## src/rtl/slowfast_pkg.sv

```systemverilog
package slowfast_pkg;
  typedef enum logic {
    MODE_FAST = 1'b0,
    MODE_SLOW = 1'b1
  } speed_e;

  function automatic int unsigned high_len(input int unsigned div);
    return div / 3;
  endfunction

  function automatic int unsigned sq_len(input int unsigned div);
    return (div + 1) / 2;
  endfunction
endpackage

```

## src/rtl/speed_sync.sv

```systemverilog
module speed_sync #(
  parameter int unsigned STAGES  = 2,
  parameter logic        RST_VAL = 1'b1
) (
  input  logic clk_i,
  input  logic rst_ni,
  input  logic d_i,
  output logic q_o
);
  logic [STAGES-1:0] sr_q;

  always_ff @(posedge clk_i or negedge rst_ni) begin
    if (!rst_ni) sr_q <= {STAGES{RST_VAL}};
    else         sr_q <= {sr_q[STAGES-2:0], d_i};
  end

  assign q_o = sr_q[STAGES-1];
endmodule

```

## src/rtl/speed_filter.sv

```systemverilog
module speed_filter
  import slowfast_pkg::*;
#(
  parameter int unsigned SLOW_QUAL = 195,
  parameter int unsigned FAST_QUAL = 6
) (
  input  logic   clk_i,
  input  logic   rst_ni,
  input  logic   in_i,
  output speed_e tgt_o
);
  localparam int unsigned LO_W = $clog2(SLOW_QUAL + 1);
  localparam int unsigned HI_W = $clog2(FAST_QUAL + 1);
  localparam logic [LO_W-1:0] LO_TOP = LO_W'(SLOW_QUAL - 1);
  localparam logic [HI_W-1:0] HI_TOP = HI_W'(FAST_QUAL - 1);

  logic [LO_W-1:0] lo_q;
  logic [HI_W-1:0] hi_q;
  speed_e          tgt_q;

  always_ff @(posedge clk_i or negedge rst_ni) begin
    if (!rst_ni) begin
      lo_q  <= '0;
      hi_q  <= '0;
      tgt_q <= MODE_FAST;
    end else if (!in_i) begin
      hi_q <= '0;
      if (lo_q == LO_TOP) tgt_q <= MODE_SLOW;
      else                lo_q  <= lo_q + 1'b1;
    end else begin
      lo_q <= '0;
      if (hi_q == HI_TOP) tgt_q <= MODE_FAST;
      else                hi_q  <= hi_q + 1'b1;
    end
  end

  assign tgt_o = tgt_q;


  slow_qual_chk: assert property (@(posedge clk_i) disable iff (!rst_ni)
    $rose(tgt_q == MODE_SLOW) |-> ($past(lo_q) == LO_TOP) && !$past(in_i));

  fast_qual_chk: assert property (@(posedge clk_i) disable iff (!rst_ni)
    $fell(tgt_q == MODE_SLOW) |-> ($past(hi_q) == HI_TOP) && $past(in_i));

  lo_range_chk: assert property (@(posedge clk_i) disable iff (!rst_ni)
    lo_q <= LO_TOP);
endmodule

```

## src/rtl/per_div.sv

```systemverilog
module per_div #(
  parameter int unsigned DIV = 6
) (
  input  logic clk_i,
  input  logic rst_ni,
  output logic per_clk_o,
  output logic edge_o
);
  localparam int unsigned PC_W = $clog2(DIV);
  localparam logic [PC_W-1:0] HALF = PC_W'(DIV / 2);
  localparam logic [PC_W-1:0] LAST = PC_W'(DIV - 1);

  logic [PC_W-1:0] pc_q;

  always_ff @(posedge clk_i or negedge rst_ni) begin
    if (!rst_ni)           pc_q <= '0;
    else if (pc_q == LAST) pc_q <= '0;
    else                   pc_q <= pc_q + 1'b1;
  end

  assign per_clk_o = pc_q < HALF;
  // asserted in the cycle before per_clk_o toggles
  assign edge_o    = (pc_q == HALF - 1'b1) || (pc_q == LAST);


  pc_range_chk: assert property (@(posedge clk_i) disable iff (!rst_ni)
    pc_q <= LAST);

  per_toggle_chk: assert property (@(posedge clk_i) disable iff (!rst_ni)
    edge_o |=> (per_clk_o != $past(per_clk_o)));
endmodule

```

## src/rtl/cpu_div.sv

```systemverilog
module cpu_div
  import slowfast_pkg::*;
#(
  parameter int unsigned FAST_DIV = 3,
  parameter int unsigned SLOW_DIV = 768
) (
  input  logic   clk_i,
  input  logic   rst_ni,
  input  speed_e tgt_i,
  input  logic   hold_i,
  input  logic   pedge_i,
  output logic   cpu_clk_o,
  output logic   sq_clk_o,
  output logic   slow_o
);
  localparam int unsigned PH_W = $clog2(SLOW_DIV);
  localparam logic [PH_W-1:0] F_LAST = PH_W'(FAST_DIV - 1);
  localparam logic [PH_W-1:0] S_LAST = PH_W'(SLOW_DIV - 1);
  localparam logic [PH_W-1:0] F_CPU  = PH_W'(high_len(FAST_DIV));
  localparam logic [PH_W-1:0] S_CPU  = PH_W'(high_len(SLOW_DIV));
  localparam logic [PH_W-1:0] F_SQ   = PH_W'(sq_len(FAST_DIV));
  localparam logic [PH_W-1:0] S_SQ   = PH_W'(sq_len(SLOW_DIV));

  logic [PH_W-1:0] ph_q;
  logic            slow_q;
  logic [PH_W-1:0] last, cpu_len, sq_len_w;
  logic            fast_go, park;

  always_comb begin
    last     = slow_q ? S_LAST : F_LAST;
    cpu_len  = slow_q ? S_CPU  : F_CPU;
    sq_len_w = slow_q ? S_SQ   : F_SQ;
    fast_go  = slow_q && (tgt_i == MODE_FAST) && pedge_i;
    park     = hold_i && (ph_q == '0);
  end

  always_ff @(posedge clk_i or negedge rst_ni) begin
    if (!rst_ni) begin
      ph_q   <= '0;
      slow_q <= 1'b0;
    end else if (fast_go) begin
      ph_q   <= '0;
      slow_q <= 1'b0;
    end else if (!park) begin
      if (ph_q == last) begin
        ph_q   <= '0;
        // slow entry only at a period boundary; exit only via fast_go
        slow_q <= slow_q | (tgt_i == MODE_SLOW);
      end else begin
        ph_q <= ph_q + 1'b1;
      end
    end
  end

  assign cpu_clk_o = ph_q < cpu_len;
  assign sq_clk_o  = ph_q < sq_len_w;
  assign slow_o    = slow_q;


  slow_align_chk: assert property (@(posedge clk_i) disable iff (!rst_ni)
    $rose(slow_q) |-> (ph_q == '0) && $past(ph_q) == S_LAST - (S_LAST - F_LAST));

  fast_edge_chk: assert property (@(posedge clk_i) disable iff (!rst_ni)
    $fell(slow_q) |-> $past(pedge_i) && (ph_q == '0));

  hold_park_chk: assert property (@(posedge clk_i) disable iff (!rst_ni)
    (hold_i && ph_q == '0) |=> (ph_q == '0));

  fast_range_chk: assert property (@(posedge clk_i) disable iff (!rst_ni)
    !slow_q |-> (ph_q <= F_LAST));
endmodule

```

## src/rtl/slowfast_clkgen.sv

```systemverilog
module slowfast_clkgen
  import slowfast_pkg::*;
#(
  parameter int unsigned FAST_DIV  = 3,
  parameter int unsigned SLOW_DIV  = 768,
  parameter int unsigned PER_DIV   = 6,
  parameter int unsigned SLOW_QUAL = 195,
  parameter int unsigned FAST_QUAL = 6,
  parameter int unsigned SYNC_STG  = 2
) (
  input  logic clk_i,
  input  logic rst_ni,
  input  logic speed_sel_i,
  input  logic hold_i,
  output logic cpu_clk_o,
  output logic sq_clk_o,
  output logic per_clk_o,
  output logic slow_o
);
  logic   sel_sync;
  speed_e tgt;
  logic   pedge;

  speed_sync #(.STAGES(SYNC_STG), .RST_VAL(1'b1)) i_sync (
    .clk_i (clk_i),
    .rst_ni(rst_ni),
    .d_i   (speed_sel_i),
    .q_o   (sel_sync)
  );

  speed_filter #(.SLOW_QUAL(SLOW_QUAL), .FAST_QUAL(FAST_QUAL)) i_filter (
    .clk_i (clk_i),
    .rst_ni(rst_ni),
    .in_i  (sel_sync),
    .tgt_o (tgt)
  );

  per_div #(.DIV(PER_DIV)) i_per (
    .clk_i    (clk_i),
    .rst_ni   (rst_ni),
    .per_clk_o(per_clk_o),
    .edge_o   (pedge)
  );

  cpu_div #(.FAST_DIV(FAST_DIV), .SLOW_DIV(SLOW_DIV)) i_cpu (
    .clk_i    (clk_i),
    .rst_ni   (rst_ni),
    .tgt_i    (tgt),
    .hold_i   (hold_i),
    .pedge_i  (pedge),
    .cpu_clk_o(cpu_clk_o),
    .sq_clk_o (sq_clk_o),
    .slow_o   (slow_o)
  );


  slow_follow_chk: assert property (@(posedge clk_i) disable iff (!rst_ni)
    $rose(slow_o) |-> $past(tgt == MODE_SLOW));
endmodule

```

## config.mk

```make
export PLATFORM = sky130hd
export DESIGN_NAME = slowfast_clkgen
export DESIGN_NICKNAME = d
export VERILOG_FILES = /design/src/rtl/slowfast_pkg.sv /design/src/rtl/speed_sync.sv /design/src/rtl/speed_filter.sv /design/src/rtl/per_div.sv /design/src/rtl/cpu_div.sv /design/src/rtl/slowfast_clkgen.sv
export SDC_FILE = /design/constraint.sdc
export NUM_CORES = 1
export LEC_CHECK = 0
export BUFFER_PORTS_ARGS = -buffer_cell sky130_fd_sc_hd__buf_2
export CAP_MARGIN = 10
export CELL_PAD_IN_SITES_DETAIL_PLACEMENT = 1
export CELL_PAD_IN_SITES_GLOBAL_PLACEMENT = 1
export CORE_MARGIN = 8
export CORE_UTILIZATION = 43
export DETAILED_ROUTE_END_ITERATION = 10
export PLACE_DENSITY = 0.78
export SLEW_MARGIN = 5
export SYNTH_ARGS = -nofsm -noshare
export SYNTH_HDL_FRONTEND = slang
export SYNTH_SLANG_ARGS = --single-unit
```

## constraint.sdc

```tcl
create_clock -name clk_i -period 1.8 [get_ports clk_i]
set_input_delay 0.09 -clock clk_i [delete_from_list [all_inputs] [get_ports clk_i]]
set_output_delay 0.09 -clock clk_i [all_outputs]
set_load 0.02 [all_outputs]
```

==> impl_metrics.json <==
{
  "status": "finished, violations left",
  "violations": "negative setup slack",
  "wirelength_um": 3450,
  "num_vias": 1152,
  "dieArea_mm2": 0.00561,
  "multi_input_area_um2": 821,
  "path_buf_inv": 1,
  "yosys_warnings": 0,
  "relSlewSlack_pct": 57.3,
  "via_per_inst": 5.38,
  "hold_violations": 0,
  "yosysTopAreaCell": "dfrtp_1",
  "cp_data_arrival_time_ns": 2.07,
  "postSynthCellCount": 142,
  "final_core_util_pct": 54.9,
  "grt_pass1_vias": 1275,
  "grt_pass1_wl_um": 5960,
  "die_h_um": 74.9,
  "ys_seq_elements": 28,
  "initial_core_util_pct": 44.7,
  "clk_pin_slew_ns": 0.15,
  "avgSynthCellArea_um2": 10.5,
  "diodes": 0,
  "fin_crit_ns": 1.84,
  "setup_slack_ns": -0.0412,
  "grt_max_degree": 29,
  "n_fill_cell": 375,
  "critPathLaunchType": "register",
  "pwr-share-seq_pct": 40.8,
  "crit_required_ns": 2.03,
  "critical_path.top_delay_family": "simple AND/OR/NAND/NOR gates",
  "seq_area_frac_synth_pct": 47.1,
  "dpl.hpwl_um": 2480,
  "critical_path_class": "reg -> reg",
  "drtPass1Iterations": 3,
  "drive_gt1_share_pct": 31.0,
  "cpMaxStageDelayCell": "or4_4",
  "p_clk_share_pct": 16.4,
  "clock_latency_ns": 0.32,
  "cts_sinks": 28,
  "fin_skew_ns": 0.00139,
  "power.density_mw_per_mm2": 1030,
  "worstMarginPinSlew_ns": 0.641,
  "slowest_delay_ns": 0.54,
  "place_area_mm2": 0.00169,
  "intPower_w": 0.00122,
  "grt_overflow": 0,
  "grtUsageTotal_pct": 13.5,
  "design_area_mm2": 0.00183,
  "period_share_pct": 102,
  "final_nets": 182,
  "setup_viol": 2,
  "p_leak_nw": 0.814,
  "cts_tree": "done",
  "gp_congestion": 0.837,
  "min_path_type": "in -> async",
  "rsz0062_at_grt": "yes",
  "io_buffers": 7,
  "ys_top_cells_by_area": "dfrtp_1 (44%), ha_1 (7.6%), xor2_1 (5.3%)",
  "ir_drop_mv": 0.495,
  "wl_per_cell_um": 16.1,
  "max_freq_ghz": 0.543,
  "regArea_um2": 706,
  "net-switching-power_w": 0.000675,
  "die_width_um": 74.9,
  "syn-num-nets": 155,
  "r2r_slack_ns": -0.04,
  "fin_cells": 214,
  "finalMaxSlewViolations": 0,
  "antenna_found_initial": 0,
  "maxCapViolations": 0,
  "placed_cells": 204,
  "drc": 0,
  "cts_htree_levels": 1,
  "path_cells": "inv_4 > ha_4 > or4_4 > a21o_1 > a32o_2",
  "antenna_left": 0,
  "swShare_pct": 35.7,
  "syn-cell-area_mm2": 0.00149,
  "synth_top_area_share_pct": 43.6,
  "clock-root-buffer": "clkbuf_4",
  "rows": 21,
  "power_frac_comb_pct": 42.8,
  "core_area_mm2": 0.00334,
  "cts_buffers": 3,
  "synth_cell_types": 37,
  "cp-end-kind": "register",
  "drtIter0Drc": 81,
  "crit_fanout": 4,
  "ioPinCount": 8,
  "area_delta_synth_final_pct": 22.7,
  "clk_path_buf_depth": 2
}
-- state kept, by name, summed over array words and instances (netlist names) --
name and count:
i_filter.tgt_o 1, i_cpu.slow_o 1, i_filter.hi_q 3, i_per.pc_q 3, i_cpu.ph_q 10, i_filter.lo_q 8, i_sync.sr_q 2
-- path summary, 6_finish.rpt --
kind	startpoint	to	cells after the start
worst max-delay path	i_cpu.slow_o	i_cpu.ph_q[1]	5
max in group asynchronous	rst_ni	i_cpu.slow_o	2
worst max register to register	i_cpu.slow_o	i_cpu.ph_q[1]	5
worst min register to register	i_sync.sr_q[0]	i_sync.sr_q[1]	0
worst min-delay path	rst_ni	i_cpu.ph_q[6]	2
min in group clk_i	hold_i	i_cpu.ph_q[3]	5
-- logic make-up after synthesis --
group / Yosys count / share of synthesized area [%]
AO/OA/AOI/OAI: 23 / 12.0
XOR/XNOR: 15 / 8.81
adder cells (fa/ha/maj): 9 / 7.55
buffers and inverters: 10 / 2.52
flip-flops: 28 / 47.1
multiplexers: 1 / 0.671
AND/OR/NAND/NOR: 56 / 21.3
-- cell usage after synthesis (all sizes together) --
library cell	count
a211oi	8
dfstp	2
mux2i	1
xor2	9
a31o	1
nand4b	2
nand4	3
and3	5
nand3	12
dfrtp	26
a31oi	2
nand2b	1
nand2	6
ha	9
a32o	1
nor4bb	1
o211a	1
or3b	1
nor2b	1
or4	2
o22ai	1
nor2	9
a21o	2
nor4	1
o21a	1
and2	2
clkbuf	2
o21ai	2
nand3b	2
inv	8
nor3	8
a21oi	4
xnor2	6
-- layer usage --
layer  up-vias  global-route usage (%)  wire [um]
met5         -                       0          0
met1       574                    15.0       1440
met3         6                    2.00        105
li1        560                       -          -
met4         0                    4.35         62
met2        12                    25.1       1830
-- cells in the final DEF (no fill, tap or decap), types with 3 or more instances in the layout --
| cell | n |
|---|---|
| xor2_1 | 9 |
| buf_4 | 14 |
| ha_1 | 7 |
| a21oi_1 | 3 |
| nand2_1 | 6 |
| dfrtp_1 | 24 |
| nor2_1 | 8 |
| nor3_1 | 5 |
| a211oi_2 | 4 |
| a211oi_1 | 3 |
| nand4_1 | 3 |
| clkbuf_4 | 3 |
| inv_1 | 5 |
| and3_1 | 5 |
| xnor2_1 | 6 |
| buf_2 | 6 |
| nand3_1 | 12 |
-- what timing repair did --
item,in CTS,in global routing
endpoints found under the hold margin,27,0
pin swaps,2,1
setup buffers,3,1
gates resized for setup,4,10
endpoints found under the setup margin,4,8
hold buffers,2,0
-- power by group through the flow --
stage	Sequential (W)	Combinational [W]	Clock (W)
floorplan	0.000784	0.000430	0
global placement	0.000780	0.000671	0
detailed placement	0.000786	0.000708	0
CTS	0.000770	0.000752	0.000322
global route	0.000789	0.000888	0.000344
finish	0.000773	0.000809	0.000311
-- stage by stage --
step	total power, W	hold slack, ns	setup WS (ns)	TNS [ns]
5_1_grt	0.00202	0.359	-0.0791	-0.276
6_report	0.00189	0.299	-0.0412	-0.0686
3_5_place_dp	0.00149	0.160	-0.0299	-0.0439
3_3_place_gp	0.00145	0.143	0.0182	0
4_1_cts	0.00184	0.330	-0.0322	-0.0322
2_1_floorplan	0.00121	-0.206	-0.0520	-0.0974
-- worst register-to-register path: stages (launching register included) --
cell	delay (ns)
dfrtp_2	0.46
inv_4	0.09
ha_4	0.20
or4_4	0.54
a21o_1	0.22
a32o_2	0.25
-- final cells by class --
| class | instances | area share [%] |
|---|---|---|
| multi-input combinational | 104 | 44.8 |
| sequential | 28 | 38.6 |
| timing repair buffer | 24 | 9.71 |
| tap | 46 | 3.14 |
| clock buffer | 4 | 1.98 |
| inverter | 8 | 1.78 |
No activity file was read; power rests on OpenSTA's default activity.
